`src/rtl/parcel_seq_pkg.sv`:
```
package parcel_seq_pkg;

    // Top two octal digits shared by the reserved encodings
    localparam logic [5:0] HEAD_RESERVED = 6'o46;

    typedef enum logic [1:0] {
        SZ_ONE,
        SZ_TWO,
        SZ_WORD
    } slot_size_e;

    typedef struct packed {
        slot_size_e size;
        logic       illegal;
    } slot_decode_t;

    // 30-bit formats: 01..07 and 50..52, 60..62, 70..72 (octal head)
    function automatic logic head_is_long(input logic [5:0] head);
        logic [2:0] d1;
        logic [2:0] d2;
        d1 = head[5:3];
        d2 = head[2:0];
        return ((d1 == 3'd0) && (d2 != 3'd0)) ||
               ((d1 >= 3'd5) && (d2 <= 3'd2));
    endfunction

endpackage

```
`src/rtl/ips_word_buffer.sv`:
```
module ips_word_buffer #(
    parameter int PARCEL_W = 15,
    parameter int PARCELS  = 4
) (
    input  logic                                clk,
    input  logic                                rst,
    input  logic                                flush,
    input  logic                                load,
    input  logic [PARCEL_W*PARCELS-1:0]         word_in,
    input  logic [$clog2(PARCELS+1)-1:0]        step,
    output logic [PARCEL_W*PARCELS-1:0]         word_q,
    output logic [$clog2(PARCELS)-1:0]          pos_q,
    output logic                                full_q
);
    localparam int WORD_W = PARCEL_W * PARCELS;
    localparam int POS_W  = $clog2(PARCELS);
    localparam int CNT_W  = $clog2(PARCELS + 1);

    logic [CNT_W-1:0] next_sum;
    assign next_sum = CNT_W'(pos_q) + step;

    always_ff @(posedge clk) begin
        if (rst) begin
            word_q <= '0;
            pos_q  <= '0;
            full_q <= 1'b0;
        end else if (flush) begin
            pos_q  <= '0;
            full_q <= 1'b0;
        end else if (load) begin
            word_q <= word_in;
            pos_q  <= '0;
            full_q <= 1'b1;
        end else if (full_q) begin
            if (next_sum >= CNT_W'(PARCELS)) begin
                pos_q  <= '0;
                full_q <= 1'b0;
            end else begin
                pos_q  <= next_sum[POS_W-1:0];
            end
        end
    end

    logic [WORD_W-1:0] unused_width_guard;
    assign unused_width_guard = '0;
endmodule

```
`src/rtl/ips_parcel_window.sv`:
```
module ips_parcel_window #(
    parameter int PARCEL_W = 15,
    parameter int PARCELS  = 4
) (
    input  logic [PARCEL_W*PARCELS-1:0] word_q,
    input  logic [$clog2(PARCELS)-1:0]  pos,
    output logic [PARCEL_W*PARCELS-1:0] shifted,
    output logic [PARCEL_W-1:0]         head_parcel
);
    localparam int WORD_W = PARCEL_W * PARCELS;

    assign shifted     = word_q << (int'(pos) * PARCEL_W);
    assign head_parcel = shifted[WORD_W-1 -: PARCEL_W];
endmodule

```
`src/rtl/ips_parcel_decoder.sv`:
```
module ips_parcel_decoder
    import parcel_seq_pkg::*;
#(
    parameter int PARCEL_W = 15,
    parameter int PARCELS  = 4
) (
    input  logic [PARCEL_W-1:0]         parcel,
    input  logic [$clog2(PARCELS)-1:0]  pos,
    input  logic                        ext_present,
    input  logic                        strict_mode,
    output slot_decode_t                dec
);
    localparam int POS_W = $clog2(PARCELS);

    logic [5:0] head;
    logic [2:0] ext_digit;
    logic       tail_zero;
    logic       reserved;
    logic       at_first;
    logic       at_last;

    assign head      = parcel[PARCEL_W-1 -: 6];
    assign ext_digit = parcel[PARCEL_W-7 -: 3];
    assign tail_zero = (parcel[PARCEL_W-7:0] == '0);
    assign reserved  = (head == HEAD_RESERVED);
    assign at_first  = (pos == '0);
    assign at_last   = (pos == POS_W'(PARCELS - 1));

    always_comb begin
        dec.size    = SZ_ONE;
        dec.illegal = 1'b0;
        if (reserved) begin
            if (tail_zero) begin
                dec.illegal = 1'b0;              // canonical no-op
            end else if (ext_present && (ext_digit != 3'd0)) begin
                if (at_first) begin
                    dec.size = SZ_WORD;          // extension takes the word
                end else begin
                    dec.illegal = 1'b1;          // extension must start at parcel 0
                end
            end else begin
                dec.illegal = strict_mode;       // non-canonical no-op
            end
        end else if (head_is_long(head)) begin
            if (at_last) begin
                dec.illegal = 1'b1;              // would straddle: pad to next word
            end else begin
                dec.size = SZ_TWO;
            end
        end
    end
endmodule

```
`src/rtl/ips_text_mask.sv`:
```
module ips_text_mask #(
    parameter int PARCEL_W = 15,
    parameter int PARCELS  = 4
) (
    input  logic [PARCEL_W*PARCELS-1:0]  shifted,
    input  logic [$clog2(PARCELS+1)-1:0] nparcels,
    input  logic                         enable,
    output logic [PARCEL_W*PARCELS-1:0]  text
);
    localparam int WORD_W = PARCEL_W * PARCELS;
    localparam int CNT_W  = $clog2(PARCELS + 1);

    for (genvar k = 0; k < PARCELS; k++) begin : g_mask
        assign text[WORD_W-1-k*PARCEL_W -: PARCEL_W] =
            (enable && (CNT_W'(k) < nparcels)) ? shifted[WORD_W-1-k*PARCEL_W -: PARCEL_W]
                                              : '0;
    end
endmodule

```
`src/rtl/parcel_sequencer.sv`:
```
module parcel_sequencer
    import parcel_seq_pkg::*;
#(
    parameter int PARCEL_W = 15,
    parameter int PARCELS  = 4
) (
    input  logic                                clk,
    input  logic                                rst,
    input  logic                                flush,
    input  logic                                ext_present,
    input  logic                                strict_mode,
    input  logic                                word_valid,
    input  logic [PARCEL_W*PARCELS-1:0]         word_data,
    output logic                                fetch_req,
    output logic                                issue_valid,
    output logic [PARCEL_W*PARCELS-1:0]         issue_text,
    output logic [$clog2(PARCELS+1)-1:0]        issue_len,
    output logic [$clog2(PARCELS)-1:0]          issue_pos,
    output logic                                issue_illegal
);
    localparam int WORD_W = PARCEL_W * PARCELS;
    localparam int POS_W  = $clog2(PARCELS);
    localparam int CNT_W  = $clog2(PARCELS + 1);

    logic [WORD_W-1:0]   word_q;
    logic [POS_W-1:0]    pos_q;
    logic                full_q;
    logic [WORD_W-1:0]   shifted;
    logic [PARCEL_W-1:0] head_parcel;
    slot_decode_t        dec;
    logic [CNT_W-1:0]    nparcels;
    logic                load;

    assign fetch_req   = !full_q && !flush;
    assign issue_valid = full_q && !flush;
    assign load        = word_valid && fetch_req;

    always_comb begin
        case (dec.size)
            SZ_ONE:  nparcels = CNT_W'(1);
            SZ_TWO:  nparcels = CNT_W'(2);
            default: nparcels = CNT_W'(PARCELS);
        endcase
    end

    ips_word_buffer #(.PARCEL_W(PARCEL_W), .PARCELS(PARCELS)) u_buf (
        .clk     (clk),
        .rst     (rst),
        .flush   (flush),
        .load    (load),
        .word_in (word_data),
        .step    (nparcels),
        .word_q  (word_q),
        .pos_q   (pos_q),
        .full_q  (full_q)
    );

    ips_parcel_window #(.PARCEL_W(PARCEL_W), .PARCELS(PARCELS)) u_win (
        .word_q      (word_q),
        .pos         (pos_q),
        .shifted     (shifted),
        .head_parcel (head_parcel)
    );

    ips_parcel_decoder #(.PARCEL_W(PARCEL_W), .PARCELS(PARCELS)) u_dec (
        .parcel      (head_parcel),
        .pos         (pos_q),
        .ext_present (ext_present),
        .strict_mode (strict_mode),
        .dec         (dec)
    );

    ips_text_mask #(.PARCEL_W(PARCEL_W), .PARCELS(PARCELS)) u_mask (
        .shifted  (shifted),
        .nparcels (nparcels),
        .enable   (issue_valid),
        .text     (issue_text)
    );

    assign issue_len     = issue_valid ? nparcels : '0;
    assign issue_pos     = issue_valid ? pos_q : '0;
    assign issue_illegal = issue_valid && dec.illegal;
endmodule

```
`config.mk`:
```
export PLATFORM = sky130hd
export DESIGN_NAME = parcel_sequencer
export DESIGN_NICKNAME = d
export VERILOG_FILES = /design/src/rtl/parcel_seq_pkg.sv /design/src/rtl/ips_word_buffer.sv /design/src/rtl/ips_parcel_window.sv /design/src/rtl/ips_parcel_decoder.sv /design/src/rtl/ips_text_mask.sv /design/src/rtl/parcel_sequencer.sv
export SDC_FILE = /design/constraint.sdc
export NUM_CORES = 1
export LEC_CHECK = 0
export BUFFER_PORTS_ARGS = -buffer_cell sky130_fd_sc_hd__buf_2
export CAP_MARGIN = 20
export CORE_AREA = 5 5 137 139
export DETAILED_ROUTE_END_ITERATION = 12
export DIE_AREA = 0 0 142 144
export GPL_TIMING_DRIVEN = 0
export SKIP_CTS_REPAIR_TIMING = 1
export SLEW_MARGIN = 20
export SYNTH_ARGS = -nofsm -noshare
export SYNTH_HDL_FRONTEND = slang
export SYNTH_SLANG_ARGS = --single-unit
export TNS_END_PERCENT = 1
```
`constraint.sdc`:
```
create_clock -name clk -period 10.3 [get_ports clk]
set_input_delay 1.03 -clock clk [delete_from_list [all_inputs] [get_ports clk]]
set_output_delay 1.03 -clock clk [all_outputs]
set_load 0.02 [all_outputs]
```
Yosys cells after proc, flatten, opt, wreduce, memory -nomap -nowiden
Cells that the tools add are included.
Operators by class
  shift-type cells: 1
  order comparisons: 7
  add/subtract/negate cells: 1
  mux-type cells: 21
  multiply operators: 1
  reduce and logical (&&, ||, !) cells: 23
  equality and inequality tests: 3
  bitwise operators: 1
Operator list (count)
  15-bit 2-to-1 mux: 4
  60-bit by 32-bit << shifter with 60-bit output: 1
  1-bit logical AND: 11
  2-bit 2-to-1 mux: 5
  9-bit logical NOT: 1
  3-bit 2-to-1 mux: 3
  1-bit 2-to-1 mux: 8
  6-bit == test (second input constant): 1
  3-bit >= comparator (second input constant): 2
  1-bit by 3-bit less-than comparator with 1-bit output (first input constant): 2
  2-bit by 3-bit less-than comparator with 1-bit output (first input constant): 2
  2-bit by 4-bit multiplier with 6-bit output (second input constant): 1
  3-bit case mux with 2 select lines: 1
  3-bit nonzero test: 2
  2-bit logical NOT: 2
  2-bit by 3-bit adder with 3-bit output: 1
  3-bit by 2-bit less-or-equal comparator with 1-bit output (second input constant): 1
  3-bit logical NOT: 1
  3-bit OR reduction: 1
  2-bit by 1-bit == test with 1-bit output (second input constant): 1
  2-bit == test (second input constant): 1
  1-bit logical NOT: 2
  2-bit AND reduction: 1
  2-bit OR reduction: 1
  other kinds (2): 2
Storage, ports and cells
  word-level logic and storage cells: 61
  output and inout bits: 68
  flip-flop bits (word level): 63

Logic depth before layout (Yosys ltp)
  depth in word-level cells: 14
  gate-level depth with buffers: 26

Cells and area by module
A second synthesis with hierarchy kept.
Unflattened totals
  cells, all modules: 786
  area, all modules: 6500.0 um2
Modules (own cells, without submodules)
  ips_parcel_window: area an instance 3543.4 um2, instances 1, cells each 406, sequential area each 0.0 um2
  ips_word_buffer: area an instance 2265.9 um2, instances 1, cells each 277, sequential area each 1261.2 um2
  ips_text_mask: area an instance 457.9 um2, instances 1, cells each 72, sequential area each 0.0 um2
  ips_parcel_decoder: area an instance 131.4 um2, instances 1, cells each 19, sequential area each 0.0 um2
  parcel_sequencer: area an instance 101.3 um2, instances 1, cells each 12, sequential area each 0.0 um2

Worst setup path after synthesis
OpenSTA, ideal clock, no wires.
  kind: flip-flop to output port
  start: register u_buf.pos_q[0]
  end: output port issue_text[16]
  path buffers: 11
  data required time: 9270 ps
  data arrival time: 5497 ps
  stages on the path, launching flop included: 25
  setup slack: 3773 ps
  path through: dfxtp_1 > buf_6 > inv_1 > clkbuf_1 > buf_1 > clkbuf_1 > ha_1 > buf_6 > buf_4 > buf_2 > mux4_2 > nand3_1 > nand4_1 > a311oi_1 > nor4b_4 > nand4_1 > and2_4 > buf_6 > buf_8 > inv_1 > ha_1 > or3_1 > clkbuf_1 > clkbuf_1 > a31oi_1
Between the ends
  longest elaborated chain between the ends: 12
  elaborated cells between the ends (all ways): 27
RTL lines
  start, declared: line ips_word_buffer.sv:12  | output logic [$clog2(PARCELS)-1:0] pos_q,
  start signal, assigned: line ips_word_buffer.sv:39  | pos_q <= next_sum[POS_W-1:0];
  2-bit by 4-bit multiplier with 6-bit output: line ips_parcel_window.sv:12  | assign shifted = word_q << (int'(pos) * PARCEL_W);
  60-bit by 32-bit << shifter with 60-bit output: line ips_parcel_window.sv:12
  3-bit >= comparator (tied with other cells): line parcel_seq_pkg.sv:24  | ((d1 >= 3'd5) && (d2 <= 3'd2));
  1-bit logical AND, on equally long branches: line parcel_seq_pkg.sv:24, ips_parcel_decoder.sv:35, parcel_seq_pkg.sv:23
  1-bit logical OR / 2-bit 2-to-1 mux (equally long branches): line parcel_seq_pkg.sv:23, ips_parcel_decoder.sv:35
  3-bit 2-to-1 mux / 2-bit 2-to-1 mux (equally long branches): line ips_parcel_decoder.sv:44, ips_parcel_decoder.sv:33
  3-bit 2-to-1 mux: line ips_parcel_decoder.sv:32  | if (reserved) begin
  2-bit by 1-bit == test with 1-bit output / 2-bit logical NOT (equally long branches): line parcel_sequencer.sv:39  | case (dec.size)
  3-bit case mux with 2 select lines: line parcel_sequencer.sv:39
  2-bit by 3-bit less-than comparator with 1-bit output: line ips_text_mask.sv:15  | (enable && (CNT_W'(k) < nparcels)) ? shifted[WORD_W-1-k*PARCEL_W -: PARCEL_W]
  1-bit logical AND: line ips_text_mask.sv:15
  15-bit 2-to-1 mux (*): line ips_text_mask.sv:15
  end, declared: line parcel_sequencer.sv:16  | output logic [PARCEL_W*PARCELS-1:0] issue_text,
Every way passes the cells marked *; elsewhere a longest branch is shown, timed or not.

Final worst setup path
Same ends and word-level chain as after synthesis.

==> impl_metrics.yaml <==
worst_hold_path:
  min_to: "u_buf.word_q[59]"
  hp-class: "reg2reg"
  hold_path_depth: 2
  hold_start: "u_buf.word_q[59]"
critical_path:
  cpPeakStageDelay_ns: 0.78
  start_kind: "flip-flop"
  worstSetupEndpointType: "output port"
  arrival_ns: 7.72
  reg2reg_to: "u_buf.pos_q[0]"
  path_common_cell: "clkbuf_1"
  cp_cell_sequence: "buf_6 > inv_1 > clkbuf_1 > buf_1 > clkbuf_1 > ha_1 > buf_6 > mux2_2 > mux2i_1 > o221ai_1 > a221oi_2 > a311oi_2 > o21ai_2 > and2_4 > buf_6 > buf_8 > inv_1 > ha_1 > or3_1 > clkbuf_1 > clkbuf_1 > a31oi_1 > buf_2"
  path_class: "reg2out"
  cpMaxStageDelayCell: "mux2i_1"
  crit_buf_inv: 12
  required_ns: 9.27
  r2r_start: "u_buf.pos_q[0]"
  critPathTopFamily: "buffers and inverters"
  r2r_setup_slack_ns: 3.39
  cp_max_fo: 11
  r2r_cells: 21
synth:
  synthesis.instances: 791
  syn_nets: 863
  synth_cell_type_count: 63
  synth_top_flop_cell: "dfxtp_1"
  synth_edf_count: 0
  syn-cell-area_sq_um: 6345
  synthArstFlopShare_pct: 0
  ys_seq_elements: 63
  ys_warn_count: 0
  syn_avg_cell_area_sq_um: 8.021
  yosysSeqAreaShare_pct: 19.88
clocking:
  cts.sinks: 63
  clk_pin_slew_ns: 0.06
  cts.root.buffer_cell: "clkbuf_16"
  cts_tree: "built"
  cts_buffers: 9
  clock_path_buffers: 2
  cts-htree-levels: 3
  clk_latency_ns: 0.34
detailed_routing:
  routed_via_density: 6.039
  via_count: 7054
  drt-initial-drc-count: 936
  wire_per_inst_um: 23.83
  drc_errors: 0
  first_pass_iters: 5
  drt-total-wl_um: 27840
  ant_nets: 0
sta:
  final_max_slew_viol_count: 0
  rsz0062_at_grt: "no"
  hold_viol: 0
  post-route-min-period_ns: 8.751
  setup_viol: 0
  timing.fmax_ghz: 0.1143
  timing.setup.tns_ns: 0
  hold_ws_ns: 0.4684
  max_slew_margin_pct: 32.28
  clock_skew_ns: 0.007042
  post-route-period-util_pct: 84.96
  worstMarginPinSlew_ns: 0.9875
floorplan:
  die_w_um: 142
  start_util_pct: 36.19
  fp.dieArea_sq_um: 20450
  core_sq_um: 17530
  num_rows: 49
  io_pins: 134
  die_y_um: 144
finish:
  synthToLayoutAreaGrowth_pct: 19.29
  drive_gt1_share_pct: 25.99
  layout.nets: 1006
  diodes: 0
  final_common_cell: "nand2_1"
  layout.cells.non_filler: 1168
  finalCoreUtilization_pct: 43.16
  final_cell_mix: "nand2_1, buf_2, a21oi_1"
global_routing:
  grt_pass1_vias: 6574
  grt_pass1_wl_um: 41240
  grt_overflow: 0
  antenna_found_initial: 0
  grt_max_degree: 12
  grt.total_usage_pct: 26.47
pwr:
  powerDensity_nw_per_um2: 97.56
  finalPower_uw: 738.4
  power.leakage_nw: 3.010
  peakVddDrop_uv: 70.06
placed_design:
  dp.final_hpwl_um: 21970
  gp_congestion: 1.027
  dpl.cell_count: 1152
  io_buffers: 132
run_status:
  outcome: "complete, no violations"
run:
  maxCapViolCount: 0
state kept, by name, summed over array words and instances (netlist names):
signal and flops:
u_buf.pos_q 2, u_buf.full_q 1, u_buf.word_q 60
routing by layer:
metal / global-route usage (%) / vias up / part of all wire [%]
li1: - / 3187 / -
met2: 40.07 / 486 / 43
met3: 6.581 / 80 / 11
met5: 0 / - / 0
met1: 36.30 / 3301 / 42
met4: 10.66 / 0 / 4.2
per-stage QoR:
step                      area (sq um)  worst slack (ns)
final                             7569             1.549
after CTS                         7569             1.695
after global placement            7292             2.054
after floorplan                   6345             3.773
after detailed placement          7292             2.089
after global routing              7569             1.216
worst min-delay path, stage by stage, from the launching register on:
cell and delay [ns]:
dfxtp_1 0.31, nand2_1 0.05, a21oi_1 0.05
worst max-delay path by stage:
stage / startpoint / end / slack, ns / cells after the start
6_report: u_buf.pos_q[0] / issue_text[16] / 1.55 / 23
5_1_grt: u_buf.pos_q[0] / issue_text[16] / 1.22 / 23
4_1_cts: u_buf.pos_q[0] / issue_text[16] / 1.70 / 23
3_5_place_dp: u_buf.pos_q[0] / issue_text[16] / 2.09 / 23
3_3_place_gp: u_buf.pos_q[0] / issue_text[16] / 2.05 / 23
2_1_floorplan: u_buf.pos_q[0] / issue_text[16] / 3.77 / 24
cells in the mapped netlist (all sizes together) (12+ instances only):
cell type | instances | area (sq um)
nand2 | 172 | 645.6
a21oi | 88 | 440.4
nor2 | 80 | 300.3
dfxtp | 63 | 1261
mux2i | 58 | 580.6
mux4 | 54 | 1261
clkbuf | 41 | 153.9
buf | 36 | 251.5
mux2 | 16 | 180.2
nand3 | 15 | 75.07
a211oi | 14 | 105.1
nor3 | 14 | 80.08
inv | 13 | 48.79
nor2b | 13 | 81.33
o21ai | 12 | 63.81
o22ai | 12 | 75.07
logic make-up (layout without fill, tap and decap cells):
logic type / count (synthesis) / after routing / synth area share, %
muxes: 128 / 128 / 31.87
DFF: 63 / 63 / 19.88
buffers and inverters: 92 / 240 / 7.277
xor gates and xnor gates: 1 / 1 / 0.1381
AOI/OAI and AO/OA: 176 / 176 / 17.39
adders and majority gates: 6 / 6 / 1.302
and+or+nand+nor: 325 / 325 / 22.15
where the power goes:
part,internal [mW],total (mW),switching (mW)
clock network,0.169,0.283,0.114
logic,0.0733,0.180,0.107
registers,0.255,0.275,0.0198
total,0.497,0.738,0.241
cell type report:
type | count | area (sq um)
fill | 1869 | 9966
multi-input combinational | 636 | 4622
sequential | 63 | 1261
timing repair buffer | 132 | 660.6
buffer | 77 | 405.4
tap | 229 | 286.5
clock buffer | 11 | 242.7
inverter | 15 | 56.30
clock inverter | 5 | 33.78
Power figures use the tool's default switching activity.
